### config.mk
export PLATFORM = sky130hd
export DESIGN_NAME = iter_ring
export DESIGN_NICKNAME = d
export VERILOG_FILES = /design/src/rtl/iter_ring_pkg.sv /design/src/rtl/ring_step_fn.sv /design/src/rtl/ring_cdet.sv /design/src/rtl/ring_stage.sv /design/src/rtl/ring_trip_ctr.sv /design/src/rtl/iter_ring.sv
export SDC_FILE = /design/constraint.sdc
export NUM_CORES = 1
export LEC_CHECK = 0
export ABC_AREA = 0
export BUFFER_PORTS_ARGS = -buffer_cell sky130_fd_sc_hd__buf_2
export CAP_MARGIN = 30
export CORE_MARGIN = 10
export CORE_UTILIZATION = 43
export CTS_BUF_LIST = sky130_fd_sc_hd__clkbuf_8 sky130_fd_sc_hd__clkbuf_16
export CTS_CLUSTER_SIZE = 24
export DETAILED_ROUTE_END_ITERATION = 8
export GPL_TIMING_DRIVEN = 1
export PLACE_DENSITY = 0.59
export RECOVER_POWER = 25
export SLEW_MARGIN = 5
export SYNTH_ARGS = -nofsm -noshare
export SYNTH_HDL_FRONTEND = slang
export SYNTH_SLANG_ARGS = --single-unit
### constraint.sdc
create_clock -name clk -period 3.51 [get_ports clk]
set_input_delay 0.5265 -clock clk [delete_from_list [all_inputs] [get_ports clk]]
set_output_delay 0.5265 -clock clk [all_outputs]
set_load 0.01 [all_outputs]
### src/rtl/iter_ring_pkg.sv
`timescale 1ns/1ps
// Package: shared types for the iteration ring.
// Assumes: nothing beyond IEEE 1800-2017.
package iter_ring_pkg;
    // Run state of the ring controller.
    typedef enum logic {
        RING_IDLE = 1'b0,
        RING_RUN  = 1'b1
    } ring_mode_e;

    // Smallest ring that keeps one token moving.
    localparam int RING_MIN_STAGES = 3;
endpackage

### src/rtl/ring_step_fn.sv
`timescale 1ns/1ps
// Module: ring_step_fn
// The recursive step applied at each stage capture: rotate left by one bit, then add one.
// Assumes: W >= 2.
module ring_step_fn #(
    parameter int W = 16
) (
    input  logic [W-1:0] x,
    output logic [W-1:0] y
);
    // Combinational step.
    always_comb y = {x[W-2:0], x[W-1]} + W'(1);
endmodule

### src/rtl/ring_cdet.sv
`timescale 1ns/1ps
// Module: ring_cdet
// Completion detector for one dual-rail word. full is high only when every bit has a rail raised.
// Assumes: rails are updated together, so no partial word is ever observed.
module ring_cdet #(
    parameter int W = 16
) (
    input  logic [W-1:0] rail_t,
    input  logic [W-1:0] rail_f,
    output logic         full
);
    // Reduce the per-bit presence to one flag.
    always_comb full = &(rail_t | rail_f);
endmodule

### src/rtl/ring_stage.sv
`timescale 1ns/1ps
// Module: ring_stage
// One ring stage. A C-element merges upstream completion with downstream emptiness.
// On its rising edge the stage captures the stepped upstream word. On its falling edge
// the stage returns to a spacer. Stage 0 can also be loaded directly, and any stage can be flushed.
// Assumes: upstream rails are legal dual-rail (at most one rail high per bit).
module ring_stage #(
    parameter int W = 16
) (
    input  logic         clk,
    input  logic         rst_n,
    input  logic         flush,
    input  logic         load,
    input  logic [W-1:0] load_val,
    input  logic         pred_full,
    input  logic         succ_full,
    input  logic [W-1:0] pred_t,
    input  logic [W-1:0] pred_f,
    output logic         phase,
    output logic         capt,
    output logic [W-1:0] rail_t,
    output logic [W-1:0] rail_f
);
    logic         c_nxt;
    logic         rel;
    logic [W-1:0] pred_val;
    logic [W-1:0] step_val;

    // C-element: rise on (full upstream, empty downstream); fall on the opposite; otherwise hold.
    always_comb begin
        c_nxt = (pred_full & ~succ_full) | (phase & (pred_full | ~succ_full));
        capt  = ~phase & c_nxt;
        rel   = phase & ~c_nxt;
    end

    // Decode the upstream word from its true rail, qualified by the false rail.
    always_comb pred_val = pred_t & ~pred_f;

    ring_step_fn #(.W(W)) u_step (
        .x (pred_val),
        .y (step_val)
    );

    // Stage storage: control bit and both rails.
    always_ff @(posedge clk) begin
        if (!rst_n || flush) begin
            phase  <= 1'b0;
            rail_t <= '0;
            rail_f <= '0;
        end else if (load) begin
            phase  <= 1'b1;
            rail_t <= load_val;
            rail_f <= ~load_val;
        end else if (capt) begin
            phase  <= 1'b1;
            rail_t <= step_val;
            rail_f <= ~step_val;
        end else if (rel) begin
            phase  <= 1'b0;
            rail_t <= '0;
            rail_f <= '0;
        end
    end
endmodule

### src/rtl/ring_trip_ctr.sv
`timescale 1ns/1ps
// Module: ring_trip_ctr
// Counts token returns to stage 0. It flags the return that completes the requested number of trips.
// Assumes: clear and tick never coincide. A target of 0 is stored as 1.
module ring_trip_ctr #(
    parameter int CW = 8
) (
    input  logic          clk,
    input  logic          rst_n,
    input  logic          clear,
    input  logic [CW-1:0] tgt_in,
    input  logic          tick,
    output logic          last
);
    logic [CW-1:0] cnt_q;
    logic [CW-1:0] tgt_q;
    logic [CW:0]   cnt_inc;

    // Compare the count that this tick would reach against the target.
    always_comb begin
        cnt_inc = {1'b0, cnt_q} + (CW+1)'(1);
        last    = tick & (cnt_inc >= {1'b0, tgt_q});
    end

    // Count register and target latch.
    always_ff @(posedge clk) begin
        if (!rst_n) begin
            cnt_q <= '0;
            tgt_q <= CW'(1);
        end else if (clear) begin
            cnt_q <= '0;
            tgt_q <= (tgt_in == '0) ? CW'(1) : tgt_in;
        end else if (tick) begin
            cnt_q <= cnt_inc[CW-1:0];
        end
    end
endmodule

### src/rtl/iter_ring.sv
`timescale 1ns/1ps
// Module: iter_ring
// A fixed-token self-timed ring of STAGES dual-rail stages. Stage STAGES-1 feeds stage 0.
// A start request loads one token. After the requested number of trips, the stepped word
// is extracted, done pulses and the ring is flushed to spacers.
// Assumes: STAGES >= 3. Full speed (one stage per cycle) needs STAGES >= 4 with one token.
module iter_ring #(
    parameter int STAGES = 5,
    parameter int DATA_W = 16,
    parameter int TRIP_W = 8
) (
    input  logic              clk,
    input  logic              rst_n,
    input  logic              start,
    input  logic [DATA_W-1:0] operand,
    input  logic [TRIP_W-1:0] trips,
    output logic              busy,
    output logic              done,
    output logic [DATA_W-1:0] result
);
    import iter_ring_pkg::*;

    localparam int LAST = STAGES - 1;

    ring_mode_e                      mode_q;
    logic                            accept;
    logic                            extract;
    logic [STAGES-1:0]               phase_vec;
    logic [STAGES-1:0]               capt_vec;
    logic [STAGES-1:0]               full_vec;
    logic [STAGES-1:0][DATA_W-1:0]   rail_t;
    logic [STAGES-1:0][DATA_W-1:0]   rail_f;
    logic [DATA_W-1:0]               tail_val;
    logic [DATA_W-1:0]               tail_step;
    logic                            done_q;
    logic [DATA_W-1:0]               result_q;

    // A new token is taken only while no run is active.
    always_comb accept = start & (mode_q == RING_IDLE);

    // Build the stages and their completion detectors around the loop.
    for (genvar g = 0; g < STAGES; g++) begin : g_stage
        localparam int PI = (g == 0) ? LAST : g - 1;
        localparam int SI = (g == LAST) ? 0 : g + 1;

        ring_cdet #(.W(DATA_W)) u_det (
            .rail_t (rail_t[g]),
            .rail_f (rail_f[g]),
            .full   (full_vec[g])
        );

        ring_stage #(.W(DATA_W)) u_stage (
            .clk       (clk),
            .rst_n     (rst_n),
            .flush     (extract),
            .load      ((g == 0) ? accept : 1'b0),
            .load_val  (operand),
            .pred_full (full_vec[PI]),
            .succ_full (full_vec[SI]),
            .pred_t    (rail_t[PI]),
            .pred_f    (rail_f[PI]),
            .phase     (phase_vec[g]),
            .capt      (capt_vec[g]),
            .rail_t    (rail_t[g]),
            .rail_f    (rail_f[g])
        );
    end

    ring_trip_ctr #(.CW(TRIP_W)) u_trips (
        .clk    (clk),
        .rst_n  (rst_n),
        .clear  (accept),
        .tgt_in (trips),
        .tick   (capt_vec[0] & (mode_q == RING_RUN)),
        .last   (extract)
    );

    // The value stage 0 would capture from the tail is the extracted result.
    always_comb tail_val = rail_t[LAST] & ~rail_f[LAST];

    ring_step_fn #(.W(DATA_W)) u_tail_step (
        .x (tail_val),
        .y (tail_step)
    );

    // Run state, done pulse and result capture.
    always_ff @(posedge clk) begin
        if (!rst_n) begin
            mode_q   <= RING_IDLE;
            done_q   <= 1'b0;
            result_q <= '0;
        end else begin
            done_q <= extract;
            if (accept) begin
                mode_q <= RING_RUN;
            end else if (extract) begin
                mode_q   <= RING_IDLE;
                result_q <= tail_step;
            end
        end
    end

    // Drive the outputs.
    always_comb begin
        busy   = (mode_q == RING_RUN);
        done   = done_q;
        result = result_q;
    end
endmodule

After elaboration in Yosys (flattened, before gate mapping)
Index checks and enable logic that the tools add are counted.
Widths: inputs -> output; s select.
{ "classes": {"addsub": 6, "order_cmp": 1, "n_mux": 31, "bitwise": 72, "reduce_logical": 16} }
{ "ops": {"columns": ["cell", "n"], "rows": [
  ["$mux 16", 17],
  ["$not 16->16", 11],
  ["$add 16x1->16 const B", 5],
  ["$and 16x16->16", 5],
  ["$or 16x16->16", 5],
  ["$reduce_and 16->1", 5],
  ["$and 1x1->1", 23],
  ["$not 1->1", 18],
  ["$mux 1", 13],
  ["$or 1x1->1", 10],
  ["$reduce_bool 2->1", 5],
  ["$add 8x1->9 const B", 1],
  ["$ge 9x8->1", 1],
  ["$logic_not 8->1", 1],
  ["$mux 8", 1],
  ["$reduce_bool 3->1", 1],
  ["$reduce_and 2->1", 1],
  ["$reduce_or 2->1", 1],
  ["$logic_not 1->1", 1],
  ["$logic_or 1x1->1", 1]
]} }
{ "totals": {"ff_bits": 199, "input_bits": 27, "out_inout_bits": 18} }

Longest topological paths before layout
{ "depth": {"depth_word": 11, "mapped_depth": 13, "ltp_nobuf": 11} }

Modules after synthesis
Synthesis repeated with hierarchy kept, for this count alone.
{ "unflattened": {"cells_unflattened": 1364, "area_unflattened_um2": 11582.4} }
{ "by_module_without_submodules": {"columns": ["module", "n_inst", "cells_per_inst", "area_each_um2", "seq_area_each_um2"], "rows": [
  ["ring_stage", 5, 168, 1525.2, 660.6],
  ["ring_step_fn", 6, 43, 297.8, 0.0],
  ["ring_trip_ctr", 1, 106, 957.2, 320.3],
  ["iter_ring", 1, 95, 843.3, 360.3],
  ["ring_cdet", 5, 13, 73.8, 0.0]
]} }

Worst setup path before layout
OpenSTA, ideal clock, no wires.
{ "synth_timing": {"path_kind": "reg-to-reg", "from": "register u_trips.cnt_q[2]", "to": "register g_stage[2].u_stage.rail_t[10]", "setup_time_ns": 0.116, "t_arrival_ns": 2.905, "required_time_ns": 3.394, "setup_slack_ns": 0.489, "stages_incl_launch_ff": 14, "synth_period_minus_slack_ns": 3.021, "cell_sequence": "dfxtp_1 -> and3_1 -> and3_1 -> and3_1 -> xor2_1 -> ha_1 -> nand2_1 -> nor3_1 -> a2111oi_4 -> o41a_1 -> buf_4 -> and2_1 -> buf_4 -> o211a_1"} }
{ "synth_via": {"elab_chain_cells": 4} }
{ "synth_lines": {"columns": ["element", "line", "rtl"], "rows": [
  ["from (decl)", "ring_trip_ctr.sv:15", "logic [CW-1:0] cnt_q;"],
  ["from (signal assigned)", "ring_trip_ctr.sv:34", "cnt_q <= cnt_inc[CW-1:0];"],
  ["$add 8x1->9", "ring_trip_ctr.sv:21", "cnt_inc = {1'b0, cnt_q} + (CW+1)'(1);"],
  ["via u_trips.cnt_inc[7]", "ring_trip_ctr.sv:17", "logic [CW:0] cnt_inc;"],
  ["$ge 9x8->1", "ring_trip_ctr.sv:22", "last = tick & (cnt_inc >= {1'b0, tgt_q});"],
  ["$and 1x1->1", "ring_trip_ctr.sv:22", null],
  ["$logic_or 1x1->1", "ring_stage.sv:46", "if (!rst_n || flush) begin"],
  ["to (signal assigned)", "ring_stage.sv:52", "rail_t <= load_val;"],
  ["to (signal assigned)", "ring_stage.sv:56", "rail_t <= step_val;"],
  ["to (decl)", "ring_stage.sv:21", "output logic [W-1:0] rail_t,"]
]} }
The timed path passes the listed nets, and every way through them passes these cells.
A chain may end at the register's enable or synchronous reset.

Worst setup path in the final report
{ "layout_timing": {"from": "register u_trips.cnt_q[0]", "to": "register g_stage[0].u_stage.rail_f[10]"} }
{ "layout_via": {"elab_chain_cells": 4} }
{ "layout_lines": {"columns": ["element", "line", "rtl"], "rows": [
  ["$add 8x1->9", "ring_trip_ctr.sv:21", null],
  ["via u_trips.cnt_inc[7]", "ring_trip_ctr.sv:17", null],
  ["$ge 9x8->1", "ring_trip_ctr.sv:22", null],
  ["$and 1x1->1", "ring_trip_ctr.sv:22", null],
  ["$logic_or 1x1->1", "ring_stage.sv:46", null],
  ["to (signal assigned)", "ring_stage.sv:53", "rail_f <= ~load_val;"],
  ["to (signal assigned)", "ring_stage.sv:57", "rail_f <= ~step_val;"],
  ["to (decl)", "ring_stage.sv:22", "output logic [W-1:0] rail_f"]
]} }
The timed path passes the listed nets, and every way through them passes these cells.

==> metrics.yaml <==
cts:
  clk_pin_slew_ns: 0.08
  cts.sinks: 199
  cts_tree: "yes"
  cts_buffer_depth: 2
  h-tree-depth: 4
  cts_root_buf: "clkbuf_16"
  cts_inserted_buffers: 17
  clk_latency_ns: 0.45
global_routing:
  grtUsageTotal: 0.183
  antenna_found_initial: 0
  grt_max_degree: 40
  overflow: 0
  grt_pass1_wl_mm: 46.0
  grt_pass1_vias: 8484
synth:
  yosys-top-cells-area: "dfxtp_1 39%, a21oi_1 7.1%, nand2_1 6.3%, nand3_1 5.8%, xnor2_1 5.3%"
  yosysWarningCount: 0
  ys_seq_elements: 199
  syn_area_mm2: 0.0102
  ys.flop_type: "dfxtp_1"
  synth_cell_type_count: 57
  synth_top_area_frac: 0.391
  synth_edf_count: 0
  synthCells: 1281
  syn_area_per_cell_um2: 7.96
  synth.yosys.seq_area_share: 0.391
  synth-async-reset-ratio: 0
  synth_nets: 1322
  synth_top_area_cell: "dfxtp_1"
power:
  p_leak_nw: 3.79
  worst_ir_drop_vdd_uv: 292
  p_per_area_mw_per_mm2: 396
finish:
  final_cell_mix: "199 x dfxtp_1, 170 x nand2_1, 145 x a21oi_1"
  antennaDiodeCount: 0
  layout.cells.most_common: "dfxtp_1"
  fin_util: 0.483
  fin_area_mm2: 0.0113
  layout-drive-gt1-share: 0.0892
  syn_to_final_growth_pct: 10.8
  nets: 1339
worst_setup_path:
  start_kind: "flop"
  criticalPathCategory: "flop to flop"
  arrival_ns: 3.64
  crit_required_ns: 3.84
  cp-end-kind: "flop"
  critPathMaxFanout: 7
floorplan:
  die_height_um: 174
  start_util: 0.436
  io_pins: 45
  die-area_mm2: 0.0303
  rows: 56
  dieWidth_um: 174
  core_area_mm2: 0.0234
route:
  drtAntennaViolNets: 0
  first_pass_iters: 8
  drc: 0
  avgRoutedWirePerCell_um: 17.2
  routed_wl_mm: 28.0
  first_iter_violations: 794
  vias_per_cell: 5.53
  num_vias: 9018
sta:
  report.final.slew_viol_count: 0
  fin_skew_ns: 0.0167
  grt_setup_unrepaired: "no"
  max_freq_mhz: 303
  timing_hold_violations_final: 0
  period_minus_slack_ns: 3.30
  relSlewSlack: 0.0119
  fin_tns_setup_ns: 0
  setup_viol: 0
  finalCritPeriodShare: 0.941
  tightest_slew_ns: 1.47
min_path:
  hold_class: "input pin to flop"
placed_design:
  gp_congestion: 0.857
  dpl_cell_area_mm2: 0.0107
  hpwl_mm: 20.0
  io_buffers: 44
run:
  cap_violations: 1
status:
  status: "finished, violations left"
  violations: "max-capacitance violations"
## flip-flops by register name (all words and copies together), names as in the netlist
signal / count
g_stage.u_stage.phase: 5
u_trips.cnt_q: 8
result: 16
g_stage.u_stage.rail_t: 80
u_trips.tgt_q: 8
g_stage.u_stage.rail_f: 80
done: 1
busy: 1
## synthesized netlist by cell type, types with 2 or more instances
| cell type | number |
|---|---|
| a21oi_1 | 145 |
| a31o_2 | 3 |
| a31oi_1 | 13 |
| and3_1 | 21 |
| and3b_1 | 3 |
| and4_1 | 3 |
| and4bb_2 | 9 |
| buf_2 | 27 |
| buf_4 | 5 |
| buf_6 | 2 |
| clkbuf_1 | 41 |
| dfxtp_1 | 199 |
| ha_1 | 14 |
| inv_1 | 10 |
| nand2_1 | 171 |
| nand2b_1 | 52 |
| nand3_1 | 119 |
| nand3b_1 | 4 |
| nand4_1 | 34 |
| nor2_1 | 76 |
| nor2b_1 | 66 |
| nor3_1 | 18 |
| nor3_2 | 2 |
| nor3b_1 | 10 |
| nor3b_2 | 3 |
| nor4_1 | 13 |
| nor4_4 | 2 |
| nor4b_1 | 4 |
| nor4bb_1 | 5 |
| o211a_1 | 10 |
| o21a_1 | 19 |
| o21ai_0 | 33 |
| o22ai_1 | 38 |
| or2_2 | 5 |
| or3_1 | 5 |
| xnor2_1 | 62 |
| xor2_1 | 15 |
## report_power, final
part	total, mW	switching (mW)	internal, mW	leakage, nW
Clock	1.91	0.932	0.979	0.260
Sequential	2.32	0.0319	2.29	1.61
Combinational	0.245	0.152	0.0928	1.92
Total	4.48	1.12	3.36	3.79
## per-stage QoR
step                      instances  hold WS (ns)  total power [mW]  setup slack, ns
after detailed placement       1596         0.427              2.61            0.118
final                          1630         0.323              4.48            0.206
after global routing           1630         0.325              4.62           0.0131
after global placement         1596         0.423              2.61            0.198
after CTS                      1628         0.308              4.51           0.0624
after floorplan                1281         0.436              2.52            0.489
## timing repair
action                                  CTS  global route
endpoints found under the setup margin    0            28
hold buffers                              0             0
gates resized for setup                   0             4
endpoints found under the hold margin     0             0
buffers inserted                          0             1
## layout make-up
| class | count | area [µm²] |
|---|---|---|
| clock buffer | 17 | 425 |
| clock inverter | 15 | 131 |
| fill | 2384 | 12100 |
| inverter | 10 | 37.5 |
| multi-input combinational | 996 | 5850 |
| sequential | 199 | 3980 |
| tap | 319 | 399 |
| timing repair buffer | 74 | 477 |
## layer usage
metal	share of wire	wire length (µm)	global-route usage
met3	0.045	1270	0.0308
met1	0.48	13400	0.249
met2	0.46	12800	0.292
met4	0.017	476	0.0542
met5	0	0	0
## worst max-delay path, stage by stage, from the launching register on
cell and delay (ns):
dfxtp_1 0.39, and3_1 0.25, and3_1 0.26, and3_1 0.23, xor2_1 0.09, ha_1 0.30, nand2_1 0.07, nor3_1 0.34
a2111oi_4 0.17, o41ai_4 0.66, buf_4 0.28, a21oi_1 0.06, o21a_1 0.10
## kinds of logic (layout without fill, tap and decap cells)
family,count (synthesis),count (layout),share of synthesized area
adder cells (fa/ha/maj),14,14,0.0172
flip-flops,199,199,0.391
AO/OA/AOI/OAI,273,273,0.158
XOR/XNOR,77,77,0.0661
buffers and inverters,86,116,0.0383
multiplexers,1,1,0.000981
AND/OR/NAND/NOR,631,631,0.329
## final timing paths
| path | slack (ns) | start | to | cells past startpoint |
|---|---|---|---|---|
| max | 0.21 | u_trips.cnt_q[0]$_SDFFE_PP0P_ | g_stage[0].u_stage.rail_f[10]$_SDFFE_PP0P_ | 12 |
| min | 0.32 | trips[3] | u_trips.tgt_q[3]$_SDFFE_PN0P_ | 3 |
| max reg2reg | 0.21 | u_trips.cnt_q[0]$_SDFFE_PP0P_ | g_stage[0].u_stage.rail_f[10]$_SDFFE_PP0P_ | 12 |
| min reg2reg | 0.44 | result[15]$_SDFFE_PN0P_ | result[15]$_SDFFE_PN0P_ | 2 |
Power figures use the tool's default switching activity.
